[src/rtl/hsk_pkg.sv]
package hsk_pkg;

    typedef enum logic [2:0] {
        ROLE_EDGE_IN = 3'd0,
        ROLE_OUT_NEG = 3'd1,
        ROLE_OUT_ASR = 3'd2,
        ROLE_INTLK   = 3'd3,
        ROLE_PULSE   = 3'd4
    } comp_role_e;

    localparam int STAT_W          = 2;
    localparam int STAT_BIT_STROBE = 0;
    localparam int STAT_BIT_COMP   = 1;

    function automatic logic role_is_handshake(input logic [2:0] r);
        return (r == ROLE_INTLK) || (r == ROLE_PULSE);
    endfunction

endpackage

[src/rtl/hsk_edge_sync.sv]
module hsk_edge_sync #(
    parameter int STAGES = 2
) (
    input  logic clk,
    input  logic rst_n,
    input  logic pin,
    input  logic sense,
    output logic rise
);
    typedef struct packed {
        logic [STAGES-1:0] sh;
        logic              prev;
    } sync_t;

    sync_t st_d, st_q;
    logic  raw_act;

    always_comb begin
        // asserted level: pin equals the sense bit
        raw_act = ~(pin ^ sense);
        st_d    = st_q;
        st_d.sh[0] = raw_act;
        for (int i = 1; i < STAGES; i++) begin
            st_d.sh[i] = st_q.sh[i-1];
        end
        st_d.prev = st_q.sh[STAGES-1];
        rise      = st_q.sh[STAGES-1] & ~st_q.prev;
    end

    always_ff @(posedge clk or negedge rst_n) begin
        if (!rst_n) st_q <= '0;
        else        st_q <= st_d;
    end
endmodule

[src/rtl/hsk_dbuf.sv]
module hsk_dbuf #(
    parameter int DW = 8
) (
    input  logic          clk,
    input  logic          rst_n,
    input  logic          clear,
    input  logic          push,
    input  logic [DW-1:0] push_data,
    input  logic          pop,
    output logic          full,
    output logic          any,
    output logic          fin_valid,
    output logic [DW-1:0] fin_data
);
    typedef struct packed {
        logic          ini_v;
        logic [DW-1:0] ini_d;
        logic          fin_v;
        logic [DW-1:0] fin_d;
    } buf_t;

    buf_t st_d, st_q;

    always_comb begin
        st_d = st_q;
        if (pop && st_q.fin_v) begin
            st_d.fin_v = 1'b0;
        end
        // initial stage advances only into an already empty final stage
        if (st_q.ini_v && !st_q.fin_v) begin
            st_d.fin_v = 1'b1;
            st_d.fin_d = st_q.ini_d;
            st_d.ini_v = 1'b0;
        end
        if (push && !(st_q.ini_v && st_q.fin_v)) begin
            st_d.ini_v = 1'b1;
            st_d.ini_d = push_data;
        end
        if (clear) begin
            st_d.ini_v = 1'b0;
            st_d.fin_v = 1'b0;
        end
        full      = st_q.ini_v & st_q.fin_v;
        any       = st_q.ini_v | st_q.fin_v;
        fin_valid = st_q.fin_v;
        fin_data  = st_q.fin_d;
    end

    always_ff @(posedge clk or negedge rst_n) begin
        if (!rst_n) st_q <= '0;
        else        st_q <= st_d;
    end
endmodule

[src/rtl/hsk_ready_ctl.sv]
module hsk_ready_ctl
    import hsk_pkg::*;
#(
    parameter int PULSE_CLKS = 4
) (
    input  logic       clk,
    input  logic       rst_n,
    input  logic       enable,
    input  logic [2:0] role,
    input  logic       strobe_rise,
    input  logic       buf_full,
    input  logic       comp_rise,
    input  logic       clr_comp,
    output logic       capture,
    output logic       comp_act,
    output logic       comp_oe,
    output logic       comp_stat
);
    localparam int PW = $clog2(PULSE_CLKS + 1);
    localparam logic [PW-1:0] PLIM = PW'(PULSE_CLKS);

    typedef struct packed {
        logic          rdy;
        logic [PW-1:0] pcnt;
        logic          cstat;
    } rdy_t;

    rdy_t st_d, st_q;
    logic hs;
    logic window;

    always_comb begin
        hs      = role_is_handshake(role);
        window  = hs ? st_q.rdy : 1'b1;
        capture = enable & strobe_rise & ~buf_full & window;
        st_d    = st_q;

        if (!enable || !hs) begin
            st_d.rdy  = 1'b0;
            st_d.pcnt = '0;
        end else if (capture) begin
            st_d.rdy  = 1'b0;
            st_d.pcnt = '0;
        end else if (!st_q.rdy) begin
            if (!buf_full) begin
                st_d.rdy  = 1'b1;
                st_d.pcnt = '0;
            end
        end else if (role == ROLE_PULSE && st_q.pcnt != PLIM) begin
            st_d.pcnt = st_q.pcnt + 1'b1;
        end

        if (!enable || role != ROLE_EDGE_IN) begin
            st_d.cstat = 1'b0;
        end else begin
            if (clr_comp)  st_d.cstat = 1'b0;
            if (comp_rise) st_d.cstat = 1'b1;
        end

        case (role)
            ROLE_OUT_ASR: comp_act = enable;
            ROLE_INTLK:   comp_act = st_q.rdy;
            ROLE_PULSE:   comp_act = st_q.rdy && (st_q.pcnt < PLIM);
            default:      comp_act = 1'b0;
        endcase
        comp_oe   = (role != ROLE_EDGE_IN);
        comp_stat = st_q.cstat;
    end

    always_ff @(posedge clk or negedge rst_n) begin
        if (!rst_n) st_q <= '0;
        else        st_q <= st_d;
    end
endmodule

[src/rtl/hsk_dma_pulse.sv]
module hsk_dma_pulse #(
    parameter int CLKS = 3
) (
    input  logic clk,
    input  logic rst_n,
    input  logic enable,
    input  logic fin_valid,
    output logic req
);
    localparam int CW = $clog2(CLKS + 1);
    localparam logic [CW-1:0] CLIM = CW'(CLKS);

    typedef struct packed {
        logic [CW-1:0] cnt;
        logic          prev;
    } dma_t;

    dma_t st_d, st_q;

    always_comb begin
        st_d      = st_q;
        st_d.prev = fin_valid;
        if (!enable) begin
            st_d.cnt = '0;
        end else if (fin_valid && !st_q.prev) begin
            st_d.cnt = CLIM;
        end else if (st_q.cnt != '0) begin
            st_d.cnt = st_q.cnt - 1'b1;
        end
        req = (st_q.cnt != '0);
    end

    always_ff @(posedge clk or negedge rst_n) begin
        if (!rst_n) st_q <= '0;
        else        st_q <= st_d;
    end
endmodule

[src/rtl/hsk_in_port.sv]
module hsk_in_port
    import hsk_pkg::*;
#(
    parameter int DW          = 8,
    parameter int SYNC_STAGES = 2,
    parameter int PULSE_CLKS  = 4,
    parameter int DMA_CLKS    = 3
) (
    input  logic          clk,
    input  logic          rst_n,
    input  logic          port_en,
    input  logic [2:0]    comp_role,
    input  logic          strobe_sense,
    input  logic          comp_sense,
    input  logic          dma_en,
    input  logic [DW-1:0] pins_in,
    input  logic          strobe_pin,
    input  logic          comp_pin_in,
    output logic          comp_pin_out,
    output logic          comp_pin_oe,
    input  logic          rd_stb,
    output logic [DW-1:0] rd_data,
    input  logic          stat_wr,
    input  logic [1:0]    stat_wdata,
    output logic          stat_strobe,
    output logic          stat_comp,
    output logic          dma_req
);
    logic strobe_rise, comp_rise;
    logic capture, buf_full, buf_any, fin_valid;
    logic comp_act, clr_comp;

    assign clr_comp = stat_wr & stat_wdata[STAT_BIT_COMP];

    hsk_edge_sync #(.STAGES(SYNC_STAGES)) i_strobe_sync (
        .clk(clk), .rst_n(rst_n), .pin(strobe_pin), .sense(strobe_sense),
        .rise(strobe_rise)
    );

    hsk_edge_sync #(.STAGES(SYNC_STAGES)) i_comp_sync (
        .clk(clk), .rst_n(rst_n), .pin(comp_pin_in), .sense(comp_sense),
        .rise(comp_rise)
    );

    hsk_dbuf #(.DW(DW)) i_dbuf (
        .clk(clk), .rst_n(rst_n), .clear(~port_en), .push(capture),
        .push_data(pins_in), .pop(rd_stb), .full(buf_full), .any(buf_any),
        .fin_valid(fin_valid), .fin_data(rd_data)
    );

    hsk_ready_ctl #(.PULSE_CLKS(PULSE_CLKS)) i_ready (
        .clk(clk), .rst_n(rst_n), .enable(port_en), .role(comp_role),
        .strobe_rise(strobe_rise), .buf_full(buf_full), .comp_rise(comp_rise),
        .clr_comp(clr_comp), .capture(capture), .comp_act(comp_act),
        .comp_oe(comp_pin_oe), .comp_stat(stat_comp)
    );

    hsk_dma_pulse #(.CLKS(DMA_CLKS)) i_dma (
        .clk(clk), .rst_n(rst_n), .enable(dma_en & port_en),
        .fin_valid(fin_valid), .req(dma_req)
    );

    always_comb begin
        comp_pin_out = ~(comp_act ^ comp_sense);
        stat_strobe  = buf_any;
    end
endmodule

[config.mk]
export PLATFORM = sky130hd
export DESIGN_NAME = hsk_in_port
export DESIGN_NICKNAME = d
export VERILOG_FILES = /design/src/rtl/hsk_pkg.sv /design/src/rtl/hsk_edge_sync.sv /design/src/rtl/hsk_dbuf.sv /design/src/rtl/hsk_ready_ctl.sv /design/src/rtl/hsk_dma_pulse.sv /design/src/rtl/hsk_in_port.sv
export SDC_FILE = /design/constraint.sdc
export NUM_CORES = 1
export LEC_CHECK = 0
export BUFFER_PORTS_ARGS = -buffer_cell sky130_fd_sc_hd__buf_2
export CAP_MARGIN = 20
export CORE_MARGIN = 2
export CORE_UTILIZATION = 52
export DETAILED_ROUTE_END_ITERATION = 8
export HOLD_SLACK_MARGIN = 0.08
export PLACE_DENSITY_LB_ADDON = 0.25
export SYNTH_ARGS = -nofsm -noshare
export SYNTH_HDL_FRONTEND = slang
export SYNTH_SLANG_ARGS = --single-unit
export TNS_END_PERCENT = 50
[constraint.sdc]
create_clock -name clk -period 2.1 [get_ports clk]
set_input_delay 0.315 -clock clk [delete_from_list [all_inputs] [get_ports clk]]
set_output_delay 0.315 -clock clk [all_outputs]
set_load 0.05 [all_outputs]
Word level (Yosys, flattened, before mapping):

Index checks and enable logic that the tools add are counted.

* add/subtract/negate cells: 2
* magnitude comparators: 1
* eq/ne operators: 9
* muxes and demuxes: 20
* bitwise logic cells: 18
* reduce and logical (&&, ||, !) cells: 19

Operators by type and width (count)
* $mux W9: 2
* $mux W4: 3
* $mux W1: 9
* $and A1 B1 Y1: 8
* $ne A4 B4 Y1 const B: 2
* $logic_and A1 B1 Y1: 7
* $eq A3 B2 Y1 const B: 2
* $mux W2: 3
* $mux W3: 2
* $ne A3 B1 Y1 const B: 2
* $ne A3 B3 Y1 const B: 2
* $not A1 Y1: 6
* $reduce_bool A3 Y1: 2
* $logic_not A1 Y1: 5
* $add A3 B1 Y3 const B: 1
* $eq A3 B3 Y1 const B: 1
* $logic_or A1 B1 Y1: 3
* $lt A3 B3 Y1 const B: 1
* $pmux W1 S3: 1
* $xor A1 B1 Y1: 3
* $reduce_and A2 Y1: 1
* $reduce_bool A2 Y1: 1
* $sub A2 B1 Y2 const B: 1
* $or A1 B1 Y1: 1

* register bits: 32
* output and inout port bits: 13

Longest topological paths before layout:

Gate-level depths: netlist of the first run.

* word-level depth: 8
* mapped depth: 6
* gate-level depth less buffers: 6

Modules after synthesis:

A second synthesis of the first run with hierarchy kept.

* cell total of the unflattened synthesis: 118
* area, all modules: 1505.2 um^2

Modules (own cells, without submodules)
* hsk_dbuf: instances 1, cells an instance 51, area an instance 790.8 um^2, sequential area each 450.4 um^2
* hsk_ready_ctl: instances 1, cells an instance 41, area an instance 361.6 um^2, sequential area each 125.1 um^2
* hsk_edge_sync: instances 2, cells an instance 5, area an instance 90.1 um^2, sequential area each 75.1 um^2
* hsk_dma_pulse: instances 1, cells an instance 12, area an instance 147.6 um^2, sequential area each 75.1 um^2
* hsk_in_port: instances 1, cells an instance 4, area an instance 25.0 um^2, sequential area each 0.0 um^2

Least setup slack after synthesis of the first run:

No wires, ideal clock.

* path type: input -> output
* start point: input port comp_role[1]
* end point: output port comp_pin_out
* arrival time: 1.700 ns
* data required time: 1.785 ns
* setup slack: 0.085 ns
* stages: 4
* cells stage by stage: or3b_4 o21ai_0 a21oi_1 xor2_1

* word-level cells in the longest chain between the ends: 4

RTL lines
* start, declared: line hsk_in_port.sv:12 `input logic [2:0] comp_role,`
* $eq A3 B3 Y1 or $eq A3 B2 Y1 (tied branches): line hsk_ready_ctl.sv:60 `case (role)`
* $pmux W1 S3 *: line hsk_ready_ctl.sv:60
* $xor A1 B1 Y1 *: line hsk_in_port.sv:64 `comp_pin_out = ~(comp_act ^ comp_sense);`
* $not A1 Y1 *: line hsk_in_port.sv:64
* end, declared: line hsk_in_port.sv:19 `output logic comp_pin_out,`

Every way passes the cells marked *; elsewhere a longest branch is shown, timed or not.

Final worst setup path of the first run:

Same ends and word-level chain as after synthesis.

==> metrics.md, run 1 <==
| Metric | Value |
|---|---|
| Antenna-violating nets left | 0 |
| Maximum vdd drop | 0.971 mV |
| Post-DR wirelength/cell | 14.1 um |
| Post-route DRC | 0 |
| Slew HR | 0.539 |
| Sw Pwr | just under 0.7 mW |
| Max Cap Violations | 0 |
| Worst hold slack | around 150 ps |
| Outcome | finished, final reports clean |
| CTS tree | built |
| # IOs | 36 |
| Post-DR vias/cell | roughly 5.2 |
| Clock root buffer | clkbuf_4 |
| Synth area leader | dfrtp_1 |
| Family with the most delay on the worst path | simple AND/OR/NAND/NOR gates |
| GRT Overall Usage | 0.180 |
| Clock power frac | 0.235 |
| Post-CTS Setup Bufs | 0 |
| Cells after Synth | between 100 and 150 |
| Tmin final | 1830 ps |
| Die width | 57.1 um |
| Insertion delay to the later sink of the worst-skew pair | 330 ps |
| FILL cells | about 230 |
| Fraction of registers with async set/reset | 1.00 |
| Rows | 19 |
| H-tree depth | 2 |
| Slew Viols, Final | 0 |
| Initial DRT Pass Iterations | 4 |
| GRT overflow | 0 |
| Synth top cells by count | 32 x dfrtp_1, 10 x mux2_2, 8 x buf_4, 8 x mux2_4, 8 x nand2_1 |
| Core region area | between 2000 and 3000 um2 |
| Crit. End Element | output port |
| Least-Margin Pin Slew | around 700 ps |
| Placer Congestion | 0.748 |
| Sequential power share | 0.430 |
| Syn_nets | roughly 140 |
| WL final | 2560 um |
| Post-CTS sizing | 0 |
| Ys flop type | dfrtp_1 |
| Comb power frac | 0.335 |
| Fin crit share | 0.873 |
| # nets final | 175 |
| CTS Buf Count | 5 |
| Critical path, cell by cell | buf_2 -> or3b_4 -> o21ai_0 -> a21oi_1 -> xor2_1 -> buf_2 |
| Share of the synthesized area in the top cell type | 0.546 |
| WP data arrival | between 1500 and 2000 ps |
| Crit-path slowest cell | or3b_4 |
| Antenna diodes | 0 |
| Crit-path max FO | 5 |
| Vias in the first global route | slightly above 1000 |
| Number of synthesized flops with an enable pin | 0 |
| Power density cells | about 1100 nW/um2 |
| Yosys reg bits | 32 |
| Crit path kind | in2out |
| First-pass GRT wire length | 4390 um |
| Area of the die | roughly 3300 um2 |
| Deepest clock path buffer count | 2 |
| Setup WS pre-CTS | around 280 ps |
| Setup_tns | 0 ps |
| Share of cells above drive strength 1 | 0.460 |
| Num Clock Sinks | 32 |
| Count leader, synth | dfrtp_1 |
| Die Span Y | about 57 um |
| Netlist Area Pre-Place | around 1500 um2 |
| Crit-path max cell delay | between 400 and 500 ps |
| CP Launch Type | primary input |
| Clock transition at path regs | approximately 90 ps |
| Setup ws final | between 200 and 300 ps |
| Switching portion of total power | 0.360 |
| Synth Area per Inst | 12.8 um2 |
| Initial Utilization | 0.541 |
| Largest net degree at the start of global routing | 33 |
| Area growth, synth to finish | 16.0% |
| Initial DRC count | 13 |
| Post-DP HPWL | approximately 1800 um |
| Worst Skew | between 6 and 7 ps |
| Distinct cells, synth | 33 |
| Final hold viol count | 0 |
| PortBufs | 34 |
| WP data required | about 1800 ps |
| Final setup violation count | 0 |
| Static leakage | around 0.83 nW |
| Tightest Hold Check Type | in2reg |
| CP most frequent cell | buf_2 |
| Cts hold-fix bufs | 1 |
| Internal power | 1.24 mW |
| Antenna violations before repair | 0 |
| Synth top area cells | dfrtp_1 55%, mux2_4 8.2%, mux2_2 7.7% |
| RSZ-0062 raised after global routing | false |
| Synth warnings | 0 |
| Worst Path Buf+Inv | 2 |
| Via count | 943 |
| Post-synthesis sequential area ratio | 0.546 |
| Max Clk Rate | about 550 MHz |
power by group through the flow:
stage / clock [mW] / sequential (mW) / combinational, mW
finish: 0.454 / 0.830 / 0.648
global route: 0.497 / 0.849 / 0.685
CTS: 0.473 / 0.833 / 0.656
detailed placement: 0 / 0.846 / 0.652
global placement: 0 / 0.833 / 0.643
floorplan: 0 / 0.826 / 0.623
cell type report:
class                           instances  area [um2]  share of cell area
Tap cell                               31        38.8              0.0228
Multi-Input combinational cell         68         572               0.336
Sequential cell                        32         801               0.471
Timing Repair Buffer                   37         195               0.115
Clock inverter                          2        35.0              0.0206
Inverter                                5        18.8              0.0110
Clock buffer                            6        41.3              0.0243
registers in the layout, indices dropped and copies added, names as in the netlist:
name,cells
i_comp_sync.st_q,1
i_strobe_sync.st_q,1
i_dbuf.st_q,9
i_comp_sync.st_d,2
i_strobe_sync.st_d,2
i_dbuf.fin_valid,1
i_ready.st_q,4
i_dbuf.fin_data,8
i_dma.st_q,3
i_ready.comp_stat,1
path summary, 6_finish.rpt:
check                                     from                     to  slack (ps)  cells after the start
setup / recovery                  comp_role[1]           comp_pin_out         270                      6
hold / removal                      strobe_pin  i_strobe_sync.st_d[2]         150                      2
setup reg to reg              i_dbuf.fin_valid        i_dbuf.st_q[14]         360                      5
hold reg to reg            i_comp_sync.st_d[2]    i_comp_sync.st_d[0]         360                      0
max in group asynchronous                rst_n     i_dbuf.fin_data[5]        1100                      2
min in group asynchronous                rst_n  i_strobe_sync.st_d[2]         560                      2
cells by family after synthesis:
logic type | synth area share
multiplexers | 0.159
AND/OR/NAND/NOR | 0.122
AO/OA/AOI/OAI | 0.0597
buffers and inverters | 0.0640
adder cells (fa/ha/maj) | 0.0256
XOR/XNOR | 0.0239
flip-flops | 0.546
per-layer routing:
layer	track usage	wire [um]	vias to the layer above
li1	-	-	456
met1	0.186	1020	462
met2	0.312	1380	19
met3	0.0771	128	6
met4	0.0864	32	0
met5	0	0	-
stage by stage:
| step | instance area, um2 | utilization | total power [mW] | std cells |
|---|---|---|---|---|
| 2_1_floorplan | 1470 | - | 1.45 | 115 |
| 3_3_place_gp | 1620 | 0.596 | 1.48 | 172 |
| 3_5_place_dp | 1620 | 0.596 | 1.50 | 172 |
| 4_1_cts | 1700 | 0.628 | 1.96 | 181 |
| 5_1_grt | 1700 | 0.628 | 2.03 | 181 |
| 6_report | 1700 | 0.628 | 1.93 | 181 |
cell usage in the layout (no fill, tap or decap):
cell / n
o31a_1: 1
a21oi_2: 1
clkinv_2: 1
nand3_1: 1
dlygate4sd3_1: 1
a32oi_1: 1
nor3b_1: 1
xor2_1: 2
xnor2_1: 2
or3b_4: 1
and2_2: 1
nand2b_1: 1
nand2_1: 8
bufinv_16: 1
dfrtp_1: 32
nor3_1: 3
nor3b_2: 1
and4bb_2: 1
mux2_2: 10
a21o_2: 1
buf_2: 34
o21ai_0: 3
clkbuf_1: 1
a21oi_1: 6
nor2b_1: 4
buf_4: 2
ha_1: 3
or2_2: 1
and3_1: 2
nor2_1: 1
clkbuf_4: 5
mux2_4: 8
nand4b_1: 1
nand3b_1: 1
a21o_1: 1
inv_1: 5
or3_2: 1
Power figures use the tool's default switching activity.
==> run 2: changes to the inputs <==
==> constraint.sdc (replaced) <==
create_clock -name clk -period 2.1 [get_ports clk]
set_input_delay 0.42 -clock clk [delete_from_list [all_inputs] [get_ports clk]]
set_output_delay 0.42 -clock clk [all_outputs]
set_load 0.05 [all_outputs]
==> run 2 against run 1 <==
  * Clock power rose by 4%
  * Sequential power about the same
  * Final cell count grew 1.7%
  * Power grew 1.2%
  * Count of clock-buffer cells in the layout fell by 1
  * Global-route usage is 0.22 points lower
  * Worst setup slack worse by 160 ps
  * Largest cell class unchanged
  * Largest power group unchanged
==> metrics.md, run 2 (synthesis results as in run 1) <==
| Metric | Value |
|---|---|
| Outcome | finished, final reports clean |
| Tmin final | a little under 2000 ps |
| Slew HR | 0.520 |
| Largest net degree at the start of global routing | 33 |
| Share of cells above drive strength 1 | 0.497 |
| Vias in the first global route | 921 |
| Insertion delay to the later sink of the worst-skew pair | approximately 340 ps |
| Antenna-violating nets left | 0 |
| Clock root buffer | clkbuf_4 |
| Initial DRC count | 18 |
| Reg with most FFs | i_dbuf.st_q |
| Post-DR vias/cell | 5.06 |
| Crit-path max FO | 5 |
| Most common cell after layout, fill and taps aside | buf_2 |
| Initial DRT Pass Iterations | 3 |
| RR Startpoint | i_dbuf.st_q[17] |
| Maximum vdd drop | 1.13 mV |
| Final hold viol count | 0 |
| RSZ-0062 raised after global routing | false |
| Max Clk Rate | approximately 500 MHz |
| Fin crit share | 0.947 |
| Least-Margin Pin Slew | a little over 700 ps |
| First-pass GRT wire length | between 4000 and 5000 um |
| Crit path kind | in2out |
| Cell Area, Placed | roughly 1700 um2 |
| Setup_tns | 0 ps |
| Fin util | 0.641 |
| Setup crit start | comp_role[1] |
| Core region area | approximately 2700 um2 |
| Final setup violation count | 0 |
| Tightest Hold Check Type | in2async |
| Post-DP HPWL | approximately 1800 um |
| Area of the die | about 3300 um2 |
| Die width | between 50 and 60 um |
| Final Cell Area | 1740 um2 |
| Path depth of the worst reg2reg path | 4 |
| Post-DR wirelength/cell | 13.7 um |
| WP data required | approximately 1700 ps |
| GRT Overall Usage | 0.178 |
| # IOs | 36 |
| Placer Congestion | approximately 0.75 |
| Worst R2R Setup Slack | about 120 ps |
| Static leakage | 0.851 nW |
| Die Span Y | 57.1 um |
| Worst R2R End | i_dbuf.st_q[16] |
| Clock transition at path regs | between 100 and 150 ps |
| Antenna violations before repair | 0 |
| FILL cells | between 200 and 250 |
| Worst hold slack | around 120 ps |
| Deepest clock path buffer count | 2 |
| Power density cells | 1130 nW/um2 |
| Area growth, synth to finish | 18.5% |
| Slew Viols, Final | 0 |
| WL final | ~2500 um |
| Post-route total power | 1.96 mW |
| CTS Buf Count | 5 |
| Via count | 931 |
| Max reg flops | 9 |
| Rows | 19 |
| # nets final | between 150 and 200 |
| Initial Utilization | 0.541 |
| Antenna diodes | 0 |
| CP Launch Type | primary input |
| Post-CTS Setup Bufs | 0 |
| H-tree depth | 2 |
| Max Cap Violations | 0 |
| Worst Skew | between 8 and 9 ps |
| CTS tree | built |
| PortBufs | 34 |
| Worst setup endpoint | comp_pin_out |
| Num Clock Sinks | 32 |
| Crit. End Element | output port |
| Most frequent cells in the layout | 33 x buf_2, 32 x dfrtp_1, 10 x mux2_2, 8 x nand2_1, 8 x mux2_4 |
| WP data arrival | approximately 1600 ps |
| Post-route DRC | 0 |
| GRT overflow | 0 |
run 2: per-layer routing:
metal | vias up | global-route usage | wire [um]
met5 | - | 0 | 0
met4 | 0 | 0.0897 | 47
met3 | 6 | 0.0476 | 113
met2 | 20 | 0.274 | 1250
met1 | 445 | 0.232 | 1110
li1 | 460 | - | -
run 2: worst min path at each step:
stage | end | slack, ps | cells after the start
3_3_place_gp | i_strobe_sync.st_d[0] | 330 | 0
4_1_cts | i_comp_sync.st_d[2] | 130 | 1
6_report | i_comp_sync.st_d[2] | 120 | 1
3_5_place_dp | i_comp_sync.st_d[0] | 340 | 0
5_1_grt | i_comp_sync.st_d[2] | 170 | 1
2_1_floorplan | i_comp_sync.st_d[0] | 120 | 0
run 2: power by group:
| part | switching (mW) | internal (mW) | total, mW |
|---|---|---|---|
| registers | 0.0701 | 0.761 | 0.831 |
| logic | 0.422 | 0.232 | 0.655 |
| clock network | 0.223 | 0.248 | 0.471 |
| total | 0.715 | 1.24 | 1.96 |
run 2: per-stage QoR:
| step | std cells | worst slack [ps] |
|---|---|---|
| final | 184 | 110 |
| after global placement | 176 | -88.3 |
| after detailed placement | 176 | -161 |
| after CTS | 184 | 37.0 |
| after global routing | 184 | 13.0 |
| after floorplan | 115 | 124 |
run 2: area by class of cell:
cell class | instances | area (um2) | area share
Clock buffer | 5 | 37.5 | 0.0216
Clock inverter | 3 | 42.5 | 0.0245
Inverter | 5 | 18.8 | 0.0108
Multi-Input combinational cell | 68 | 582 | 0.335
Sequential cell | 32 | 801 | 0.461
Tap cell | 31 | 38.8 | 0.0223
Timing Repair Buffer | 40 | 218 | 0.125
run 2: worst max-delay path, cell delays in order:
cell and delay (ps):
buf_2 130, or3b_4 410, o21ai_1 130, a21oi_1 110, xor2_2 160, clkbuf_4 220
run 2: timing repair:
action,CTS,global route
resized for setup,1,2
pin swaps,0,0
setup endpoints to repair,10,1
hold buffers,0,0
==> run 3: changes to the inputs <==
--- a/config.mk
+++ b/config.mk
@@ -8,11 +8,13 @@
 export BUFFER_PORTS_ARGS = -buffer_cell sky130_fd_sc_hd__buf_2
 export CAP_MARGIN = 20
 export CORE_MARGIN = 2
-export CORE_UTILIZATION = 52
+export CORE_UTILIZATION = 47
 export DETAILED_ROUTE_END_ITERATION = 8
 export HOLD_SLACK_MARGIN = 0.08
 export PLACE_DENSITY_LB_ADDON = 0.25
+export RECOVER_POWER = 50
 export SYNTH_ARGS = -nofsm -noshare
 export SYNTH_HDL_FRONTEND = slang
+export SYNTH_HIERARCHICAL = 1
 export SYNTH_SLANG_ARGS = --single-unit
 export TNS_END_PERCENT = 50
==> constraint.sdc (replaced) <==
create_clock -name clk -period 1.69 [get_ports clk]
set_input_delay 0.338 -clock clk [delete_from_list [all_inputs] [get_ports clk]]
set_output_delay 0.338 -clock clk [all_outputs]
set_load 0.05 [all_outputs]
==> run 3 against run 2 <==
  * Utilization is 0.23 points lower
  * Largest power group unchanged
  * Clock skew is 4.8 ps higher
  * Global-route usage is 0.43 points lower
  * Register-to-register slack worse by 110 ps
==> metrics.md, run 3 <==
| Metric | Value |
|---|---|
| Outcome | finished, final reports clean |
| First-pass GRT wire length | 4530 um |
| Cell Area, Placed | between 1500 and 2000 um2 |
| Synth warnings | 6 |
| Insertion delay to the later sink of the worst-skew pair | about 330 ps |
| Least-Margin Pin Slew | between 700 and 800 ps |
| CTS tree | built |
| Antenna-violating nets left | 0 |
| Count leader, synth | dfrtp_1 |
| WL final | ~2800 um |
| Synth top cells by count | 32 x dfrtp_1, 9 x mux2_4, 8 x buf_4, 8 x mux2_2, 6 x inv_1 |
| GRT overflow | 0 |
| Hold path endpoint | i_comp_sync/st_d[2] |
| Max Clk Rate | just under 600 MHz |
| Cells after Synth | 118 |
| Fin crit share | 0.994 |
| Tightest Hold Check Type | in2reg |
| Post-DR vias/cell | between 4 and 5 |
| Met2 wire length | approximately 1500 um |
| Post-route DRC | 0 |
| DR WL met3 | roughly 100 um |
| RSZ-0062 raised after global routing | true |
| Number of synthesized flops with an enable pin | 0 |
| Hold_sp | comp_pin_in |
| Hold depth | 2 |
| Worst R2R Setup Slack | 10 ps |
| Worst hold slack | 181 ps |
| Vias in the first global route | 1021 |
| Share of cells above drive strength 1 | 0.503 |
| Initial Utilization | 0.493 |
| Core region area | ~3100 um2 |
| Die Span Y | 60.6 um |
| Path depth of the worst reg2reg path | 6 |
| WP data arrival | roughly 1900 ps |
| Final Cell Area | about 2000 um2 |
| Area of the die | between 3000 and 4000 um2 |
| Post-DR wirelength/cell | around 13 um |
| Clock root buffer | clkbuf_4 |
| Worst Skew | about 13 ps |
| # nets final | 192 |
| GRT Overall Usage | 0.173 |
| # IOs | 36 |
| Deepest clock path buffer count | 2 |
| Top Layer Used | met4 |
| Synth top area cells | dfrtp_1 53%, mux2_4 9.0%, mux2_2 6.0% |
| Most common cell after layout, fill and taps aside | dfrtp_1 |
| CTS Buf Count | 5 |
| Share of the synthesized area in the top cell type | 0.532 |
| Slew Viols, Final | 0 |
| Antenna diodes | 0 |
| Initial DRT Pass Iterations | 4 |
| Rows | 20 |
| Slew HR | 0.493 |
| Crit. End Element | flop |
| Fraction of registers with async set/reset | 1.00 |
| Placer Congestion | 0.680 |
| Antenna violations before repair | 0 |
| Crit-path max FO | 6 |
| Syn_nets | between 100 and 150 |
| Synth Area per Inst | around 13 um2 |
| Post-DP HPWL | between 1500 and 2000 um |
| Final setup violation count | 0 |
| Ys flop type | dfrtp_1 |
| Initial DRC count | 21 |
| Area growth, synth to finish | 29.6% |
| Final hold viol count | 0 |
| Post-route total power | 2.49 mW |
| Crit path kind | reg2reg |
| Max reg flops | 9 |
| H-tree depth | 2 |
| Static leakage | around 0.97 nW |
| CP Launch Type | flop |
| Via count | 996 |
| Most frequent cells in the layout | 30 x dfrtp_1, 28 x buf_2, 17 x mux2_4, 12 x buf_4 |
| Num Clock Sinks | 32 |
| RR Startpoint | i_dbuf/st_q[17] |
| Routed met1 length | approximately 1200 um |
| Worst R2R End | i_dbuf/st_q[16] |
| Reg with most FFs | i_dbuf/st_q |
| Yosys reg bits | 32 |
| Distinct cells, synth | 36 |
| Largest net degree at the start of global routing | 33 |
| Post-synthesis sequential area ratio | 0.532 |
| Setup_tns | 0 ps |
| Maximum vdd drop | around 0.56 mV |
| Power density cells | about 1300 nW/um2 |
| Die width | between 60 and 70 um |
| Netlist Area Pre-Place | 1510 um2 |
| WP data required | about 1900 ps |
| Synth area leader | dfrtp_1 |
| Max Cap Violations | 0 |
| Clock transition at path regs | 90 ps |
| Tmin final | ~1700 ps |
| PortBufs | 34 |
==> run 3: power breakdown <==
part           switching (mW)  leakage [nW]  total [mW]  internal (mW)
Sequential             0.0923         0.397        1.03          0.941
Clock                   0.262        0.0422       0.572          0.310
Combinational           0.524         0.526       0.886          0.361
==> run 3: metal layers <==
layer | global-route usage | up-vias
li1 | - | 490
met1 | 0.198 | 480
met2 | 0.303 | 22
met3 | 0.0533 | 4
met4 | 0.0683 | 0
met5 | 0 | -
==> run 3: kinds of logic (layout without fill, tap and decap cells) <==
logic type | after synthesis | count (layout) | synth area share
compound gates | 13 | 13 | 0.0648
xor+xnor | 4 | 4 | 0.0233
fa+ha+maj | 3 | 3 | 0.0249
buf+inv | 16 | 65 | 0.0648
flops | 32 | 32 | 0.532
mux | 17 | 17 | 0.150
simple gates | 33 | 33 | 0.140
==> run 3: layout make-up <==
class / count / area (um2)
inverter: 7 / 26.3
timing repair buffer: 50 / 337
sequential: 32 / 803
clock buffer: 6 / 41.3
multi-input combinational: 70 / 653
tap: 44 / 55.1
clock inverter: 2 / 35.0
fill: 248 / 1100
==> run 3: per-stage QoR <==
stage	setup WS, ps	utilization	cells
after floorplan	7.44	-	118
after global placement	-113	0.564	194
after detailed placement	-140	0.564	194
final	10.1	0.639	211
after CTS	4.94	0.622	207
after global routing	-50.4	0.639	211
==> run 3: worst max-delay path by stage <==
stage / start / endpoint / slack, ps / cells past startpoint
6_report: i_dbuf/st_q[17] / i_dbuf/st_q[16] / 10 / 6
5_1_grt: i_dbuf/st_q[17] / i_dbuf/st_q[9] / -50 / 6
4_1_cts: comp_role[2] / comp_pin_out / 5 / 5
3_5_place_dp: comp_role[1] / i_dbuf/st_q[15] / -140 / 7
3_3_place_gp: comp_role[1] / i_dbuf/st_q[11] / -110 / 7
2_1_floorplan: i_dbuf/fin_valid / i_dbuf/st_q[10] / 7 / 5
==> run 3: what timing repair did <==
item	in CTS	in global routing
buffers inserted	4	4
hold buffers	1	0
endpoints found under the setup margin	10	11
gates cloned	0	0
gates resized for setup	16	8
pin swaps	4	3
hold endpoints to repair	32	0
==> run 3: critical path: stages, from the launching register on <==
cell      delay (ps)
dfrtp_1          410
and2_4           170
nand3b_1         180
nor2_2           140
a21boi_4         230
buf_12           150
mux2_4           290
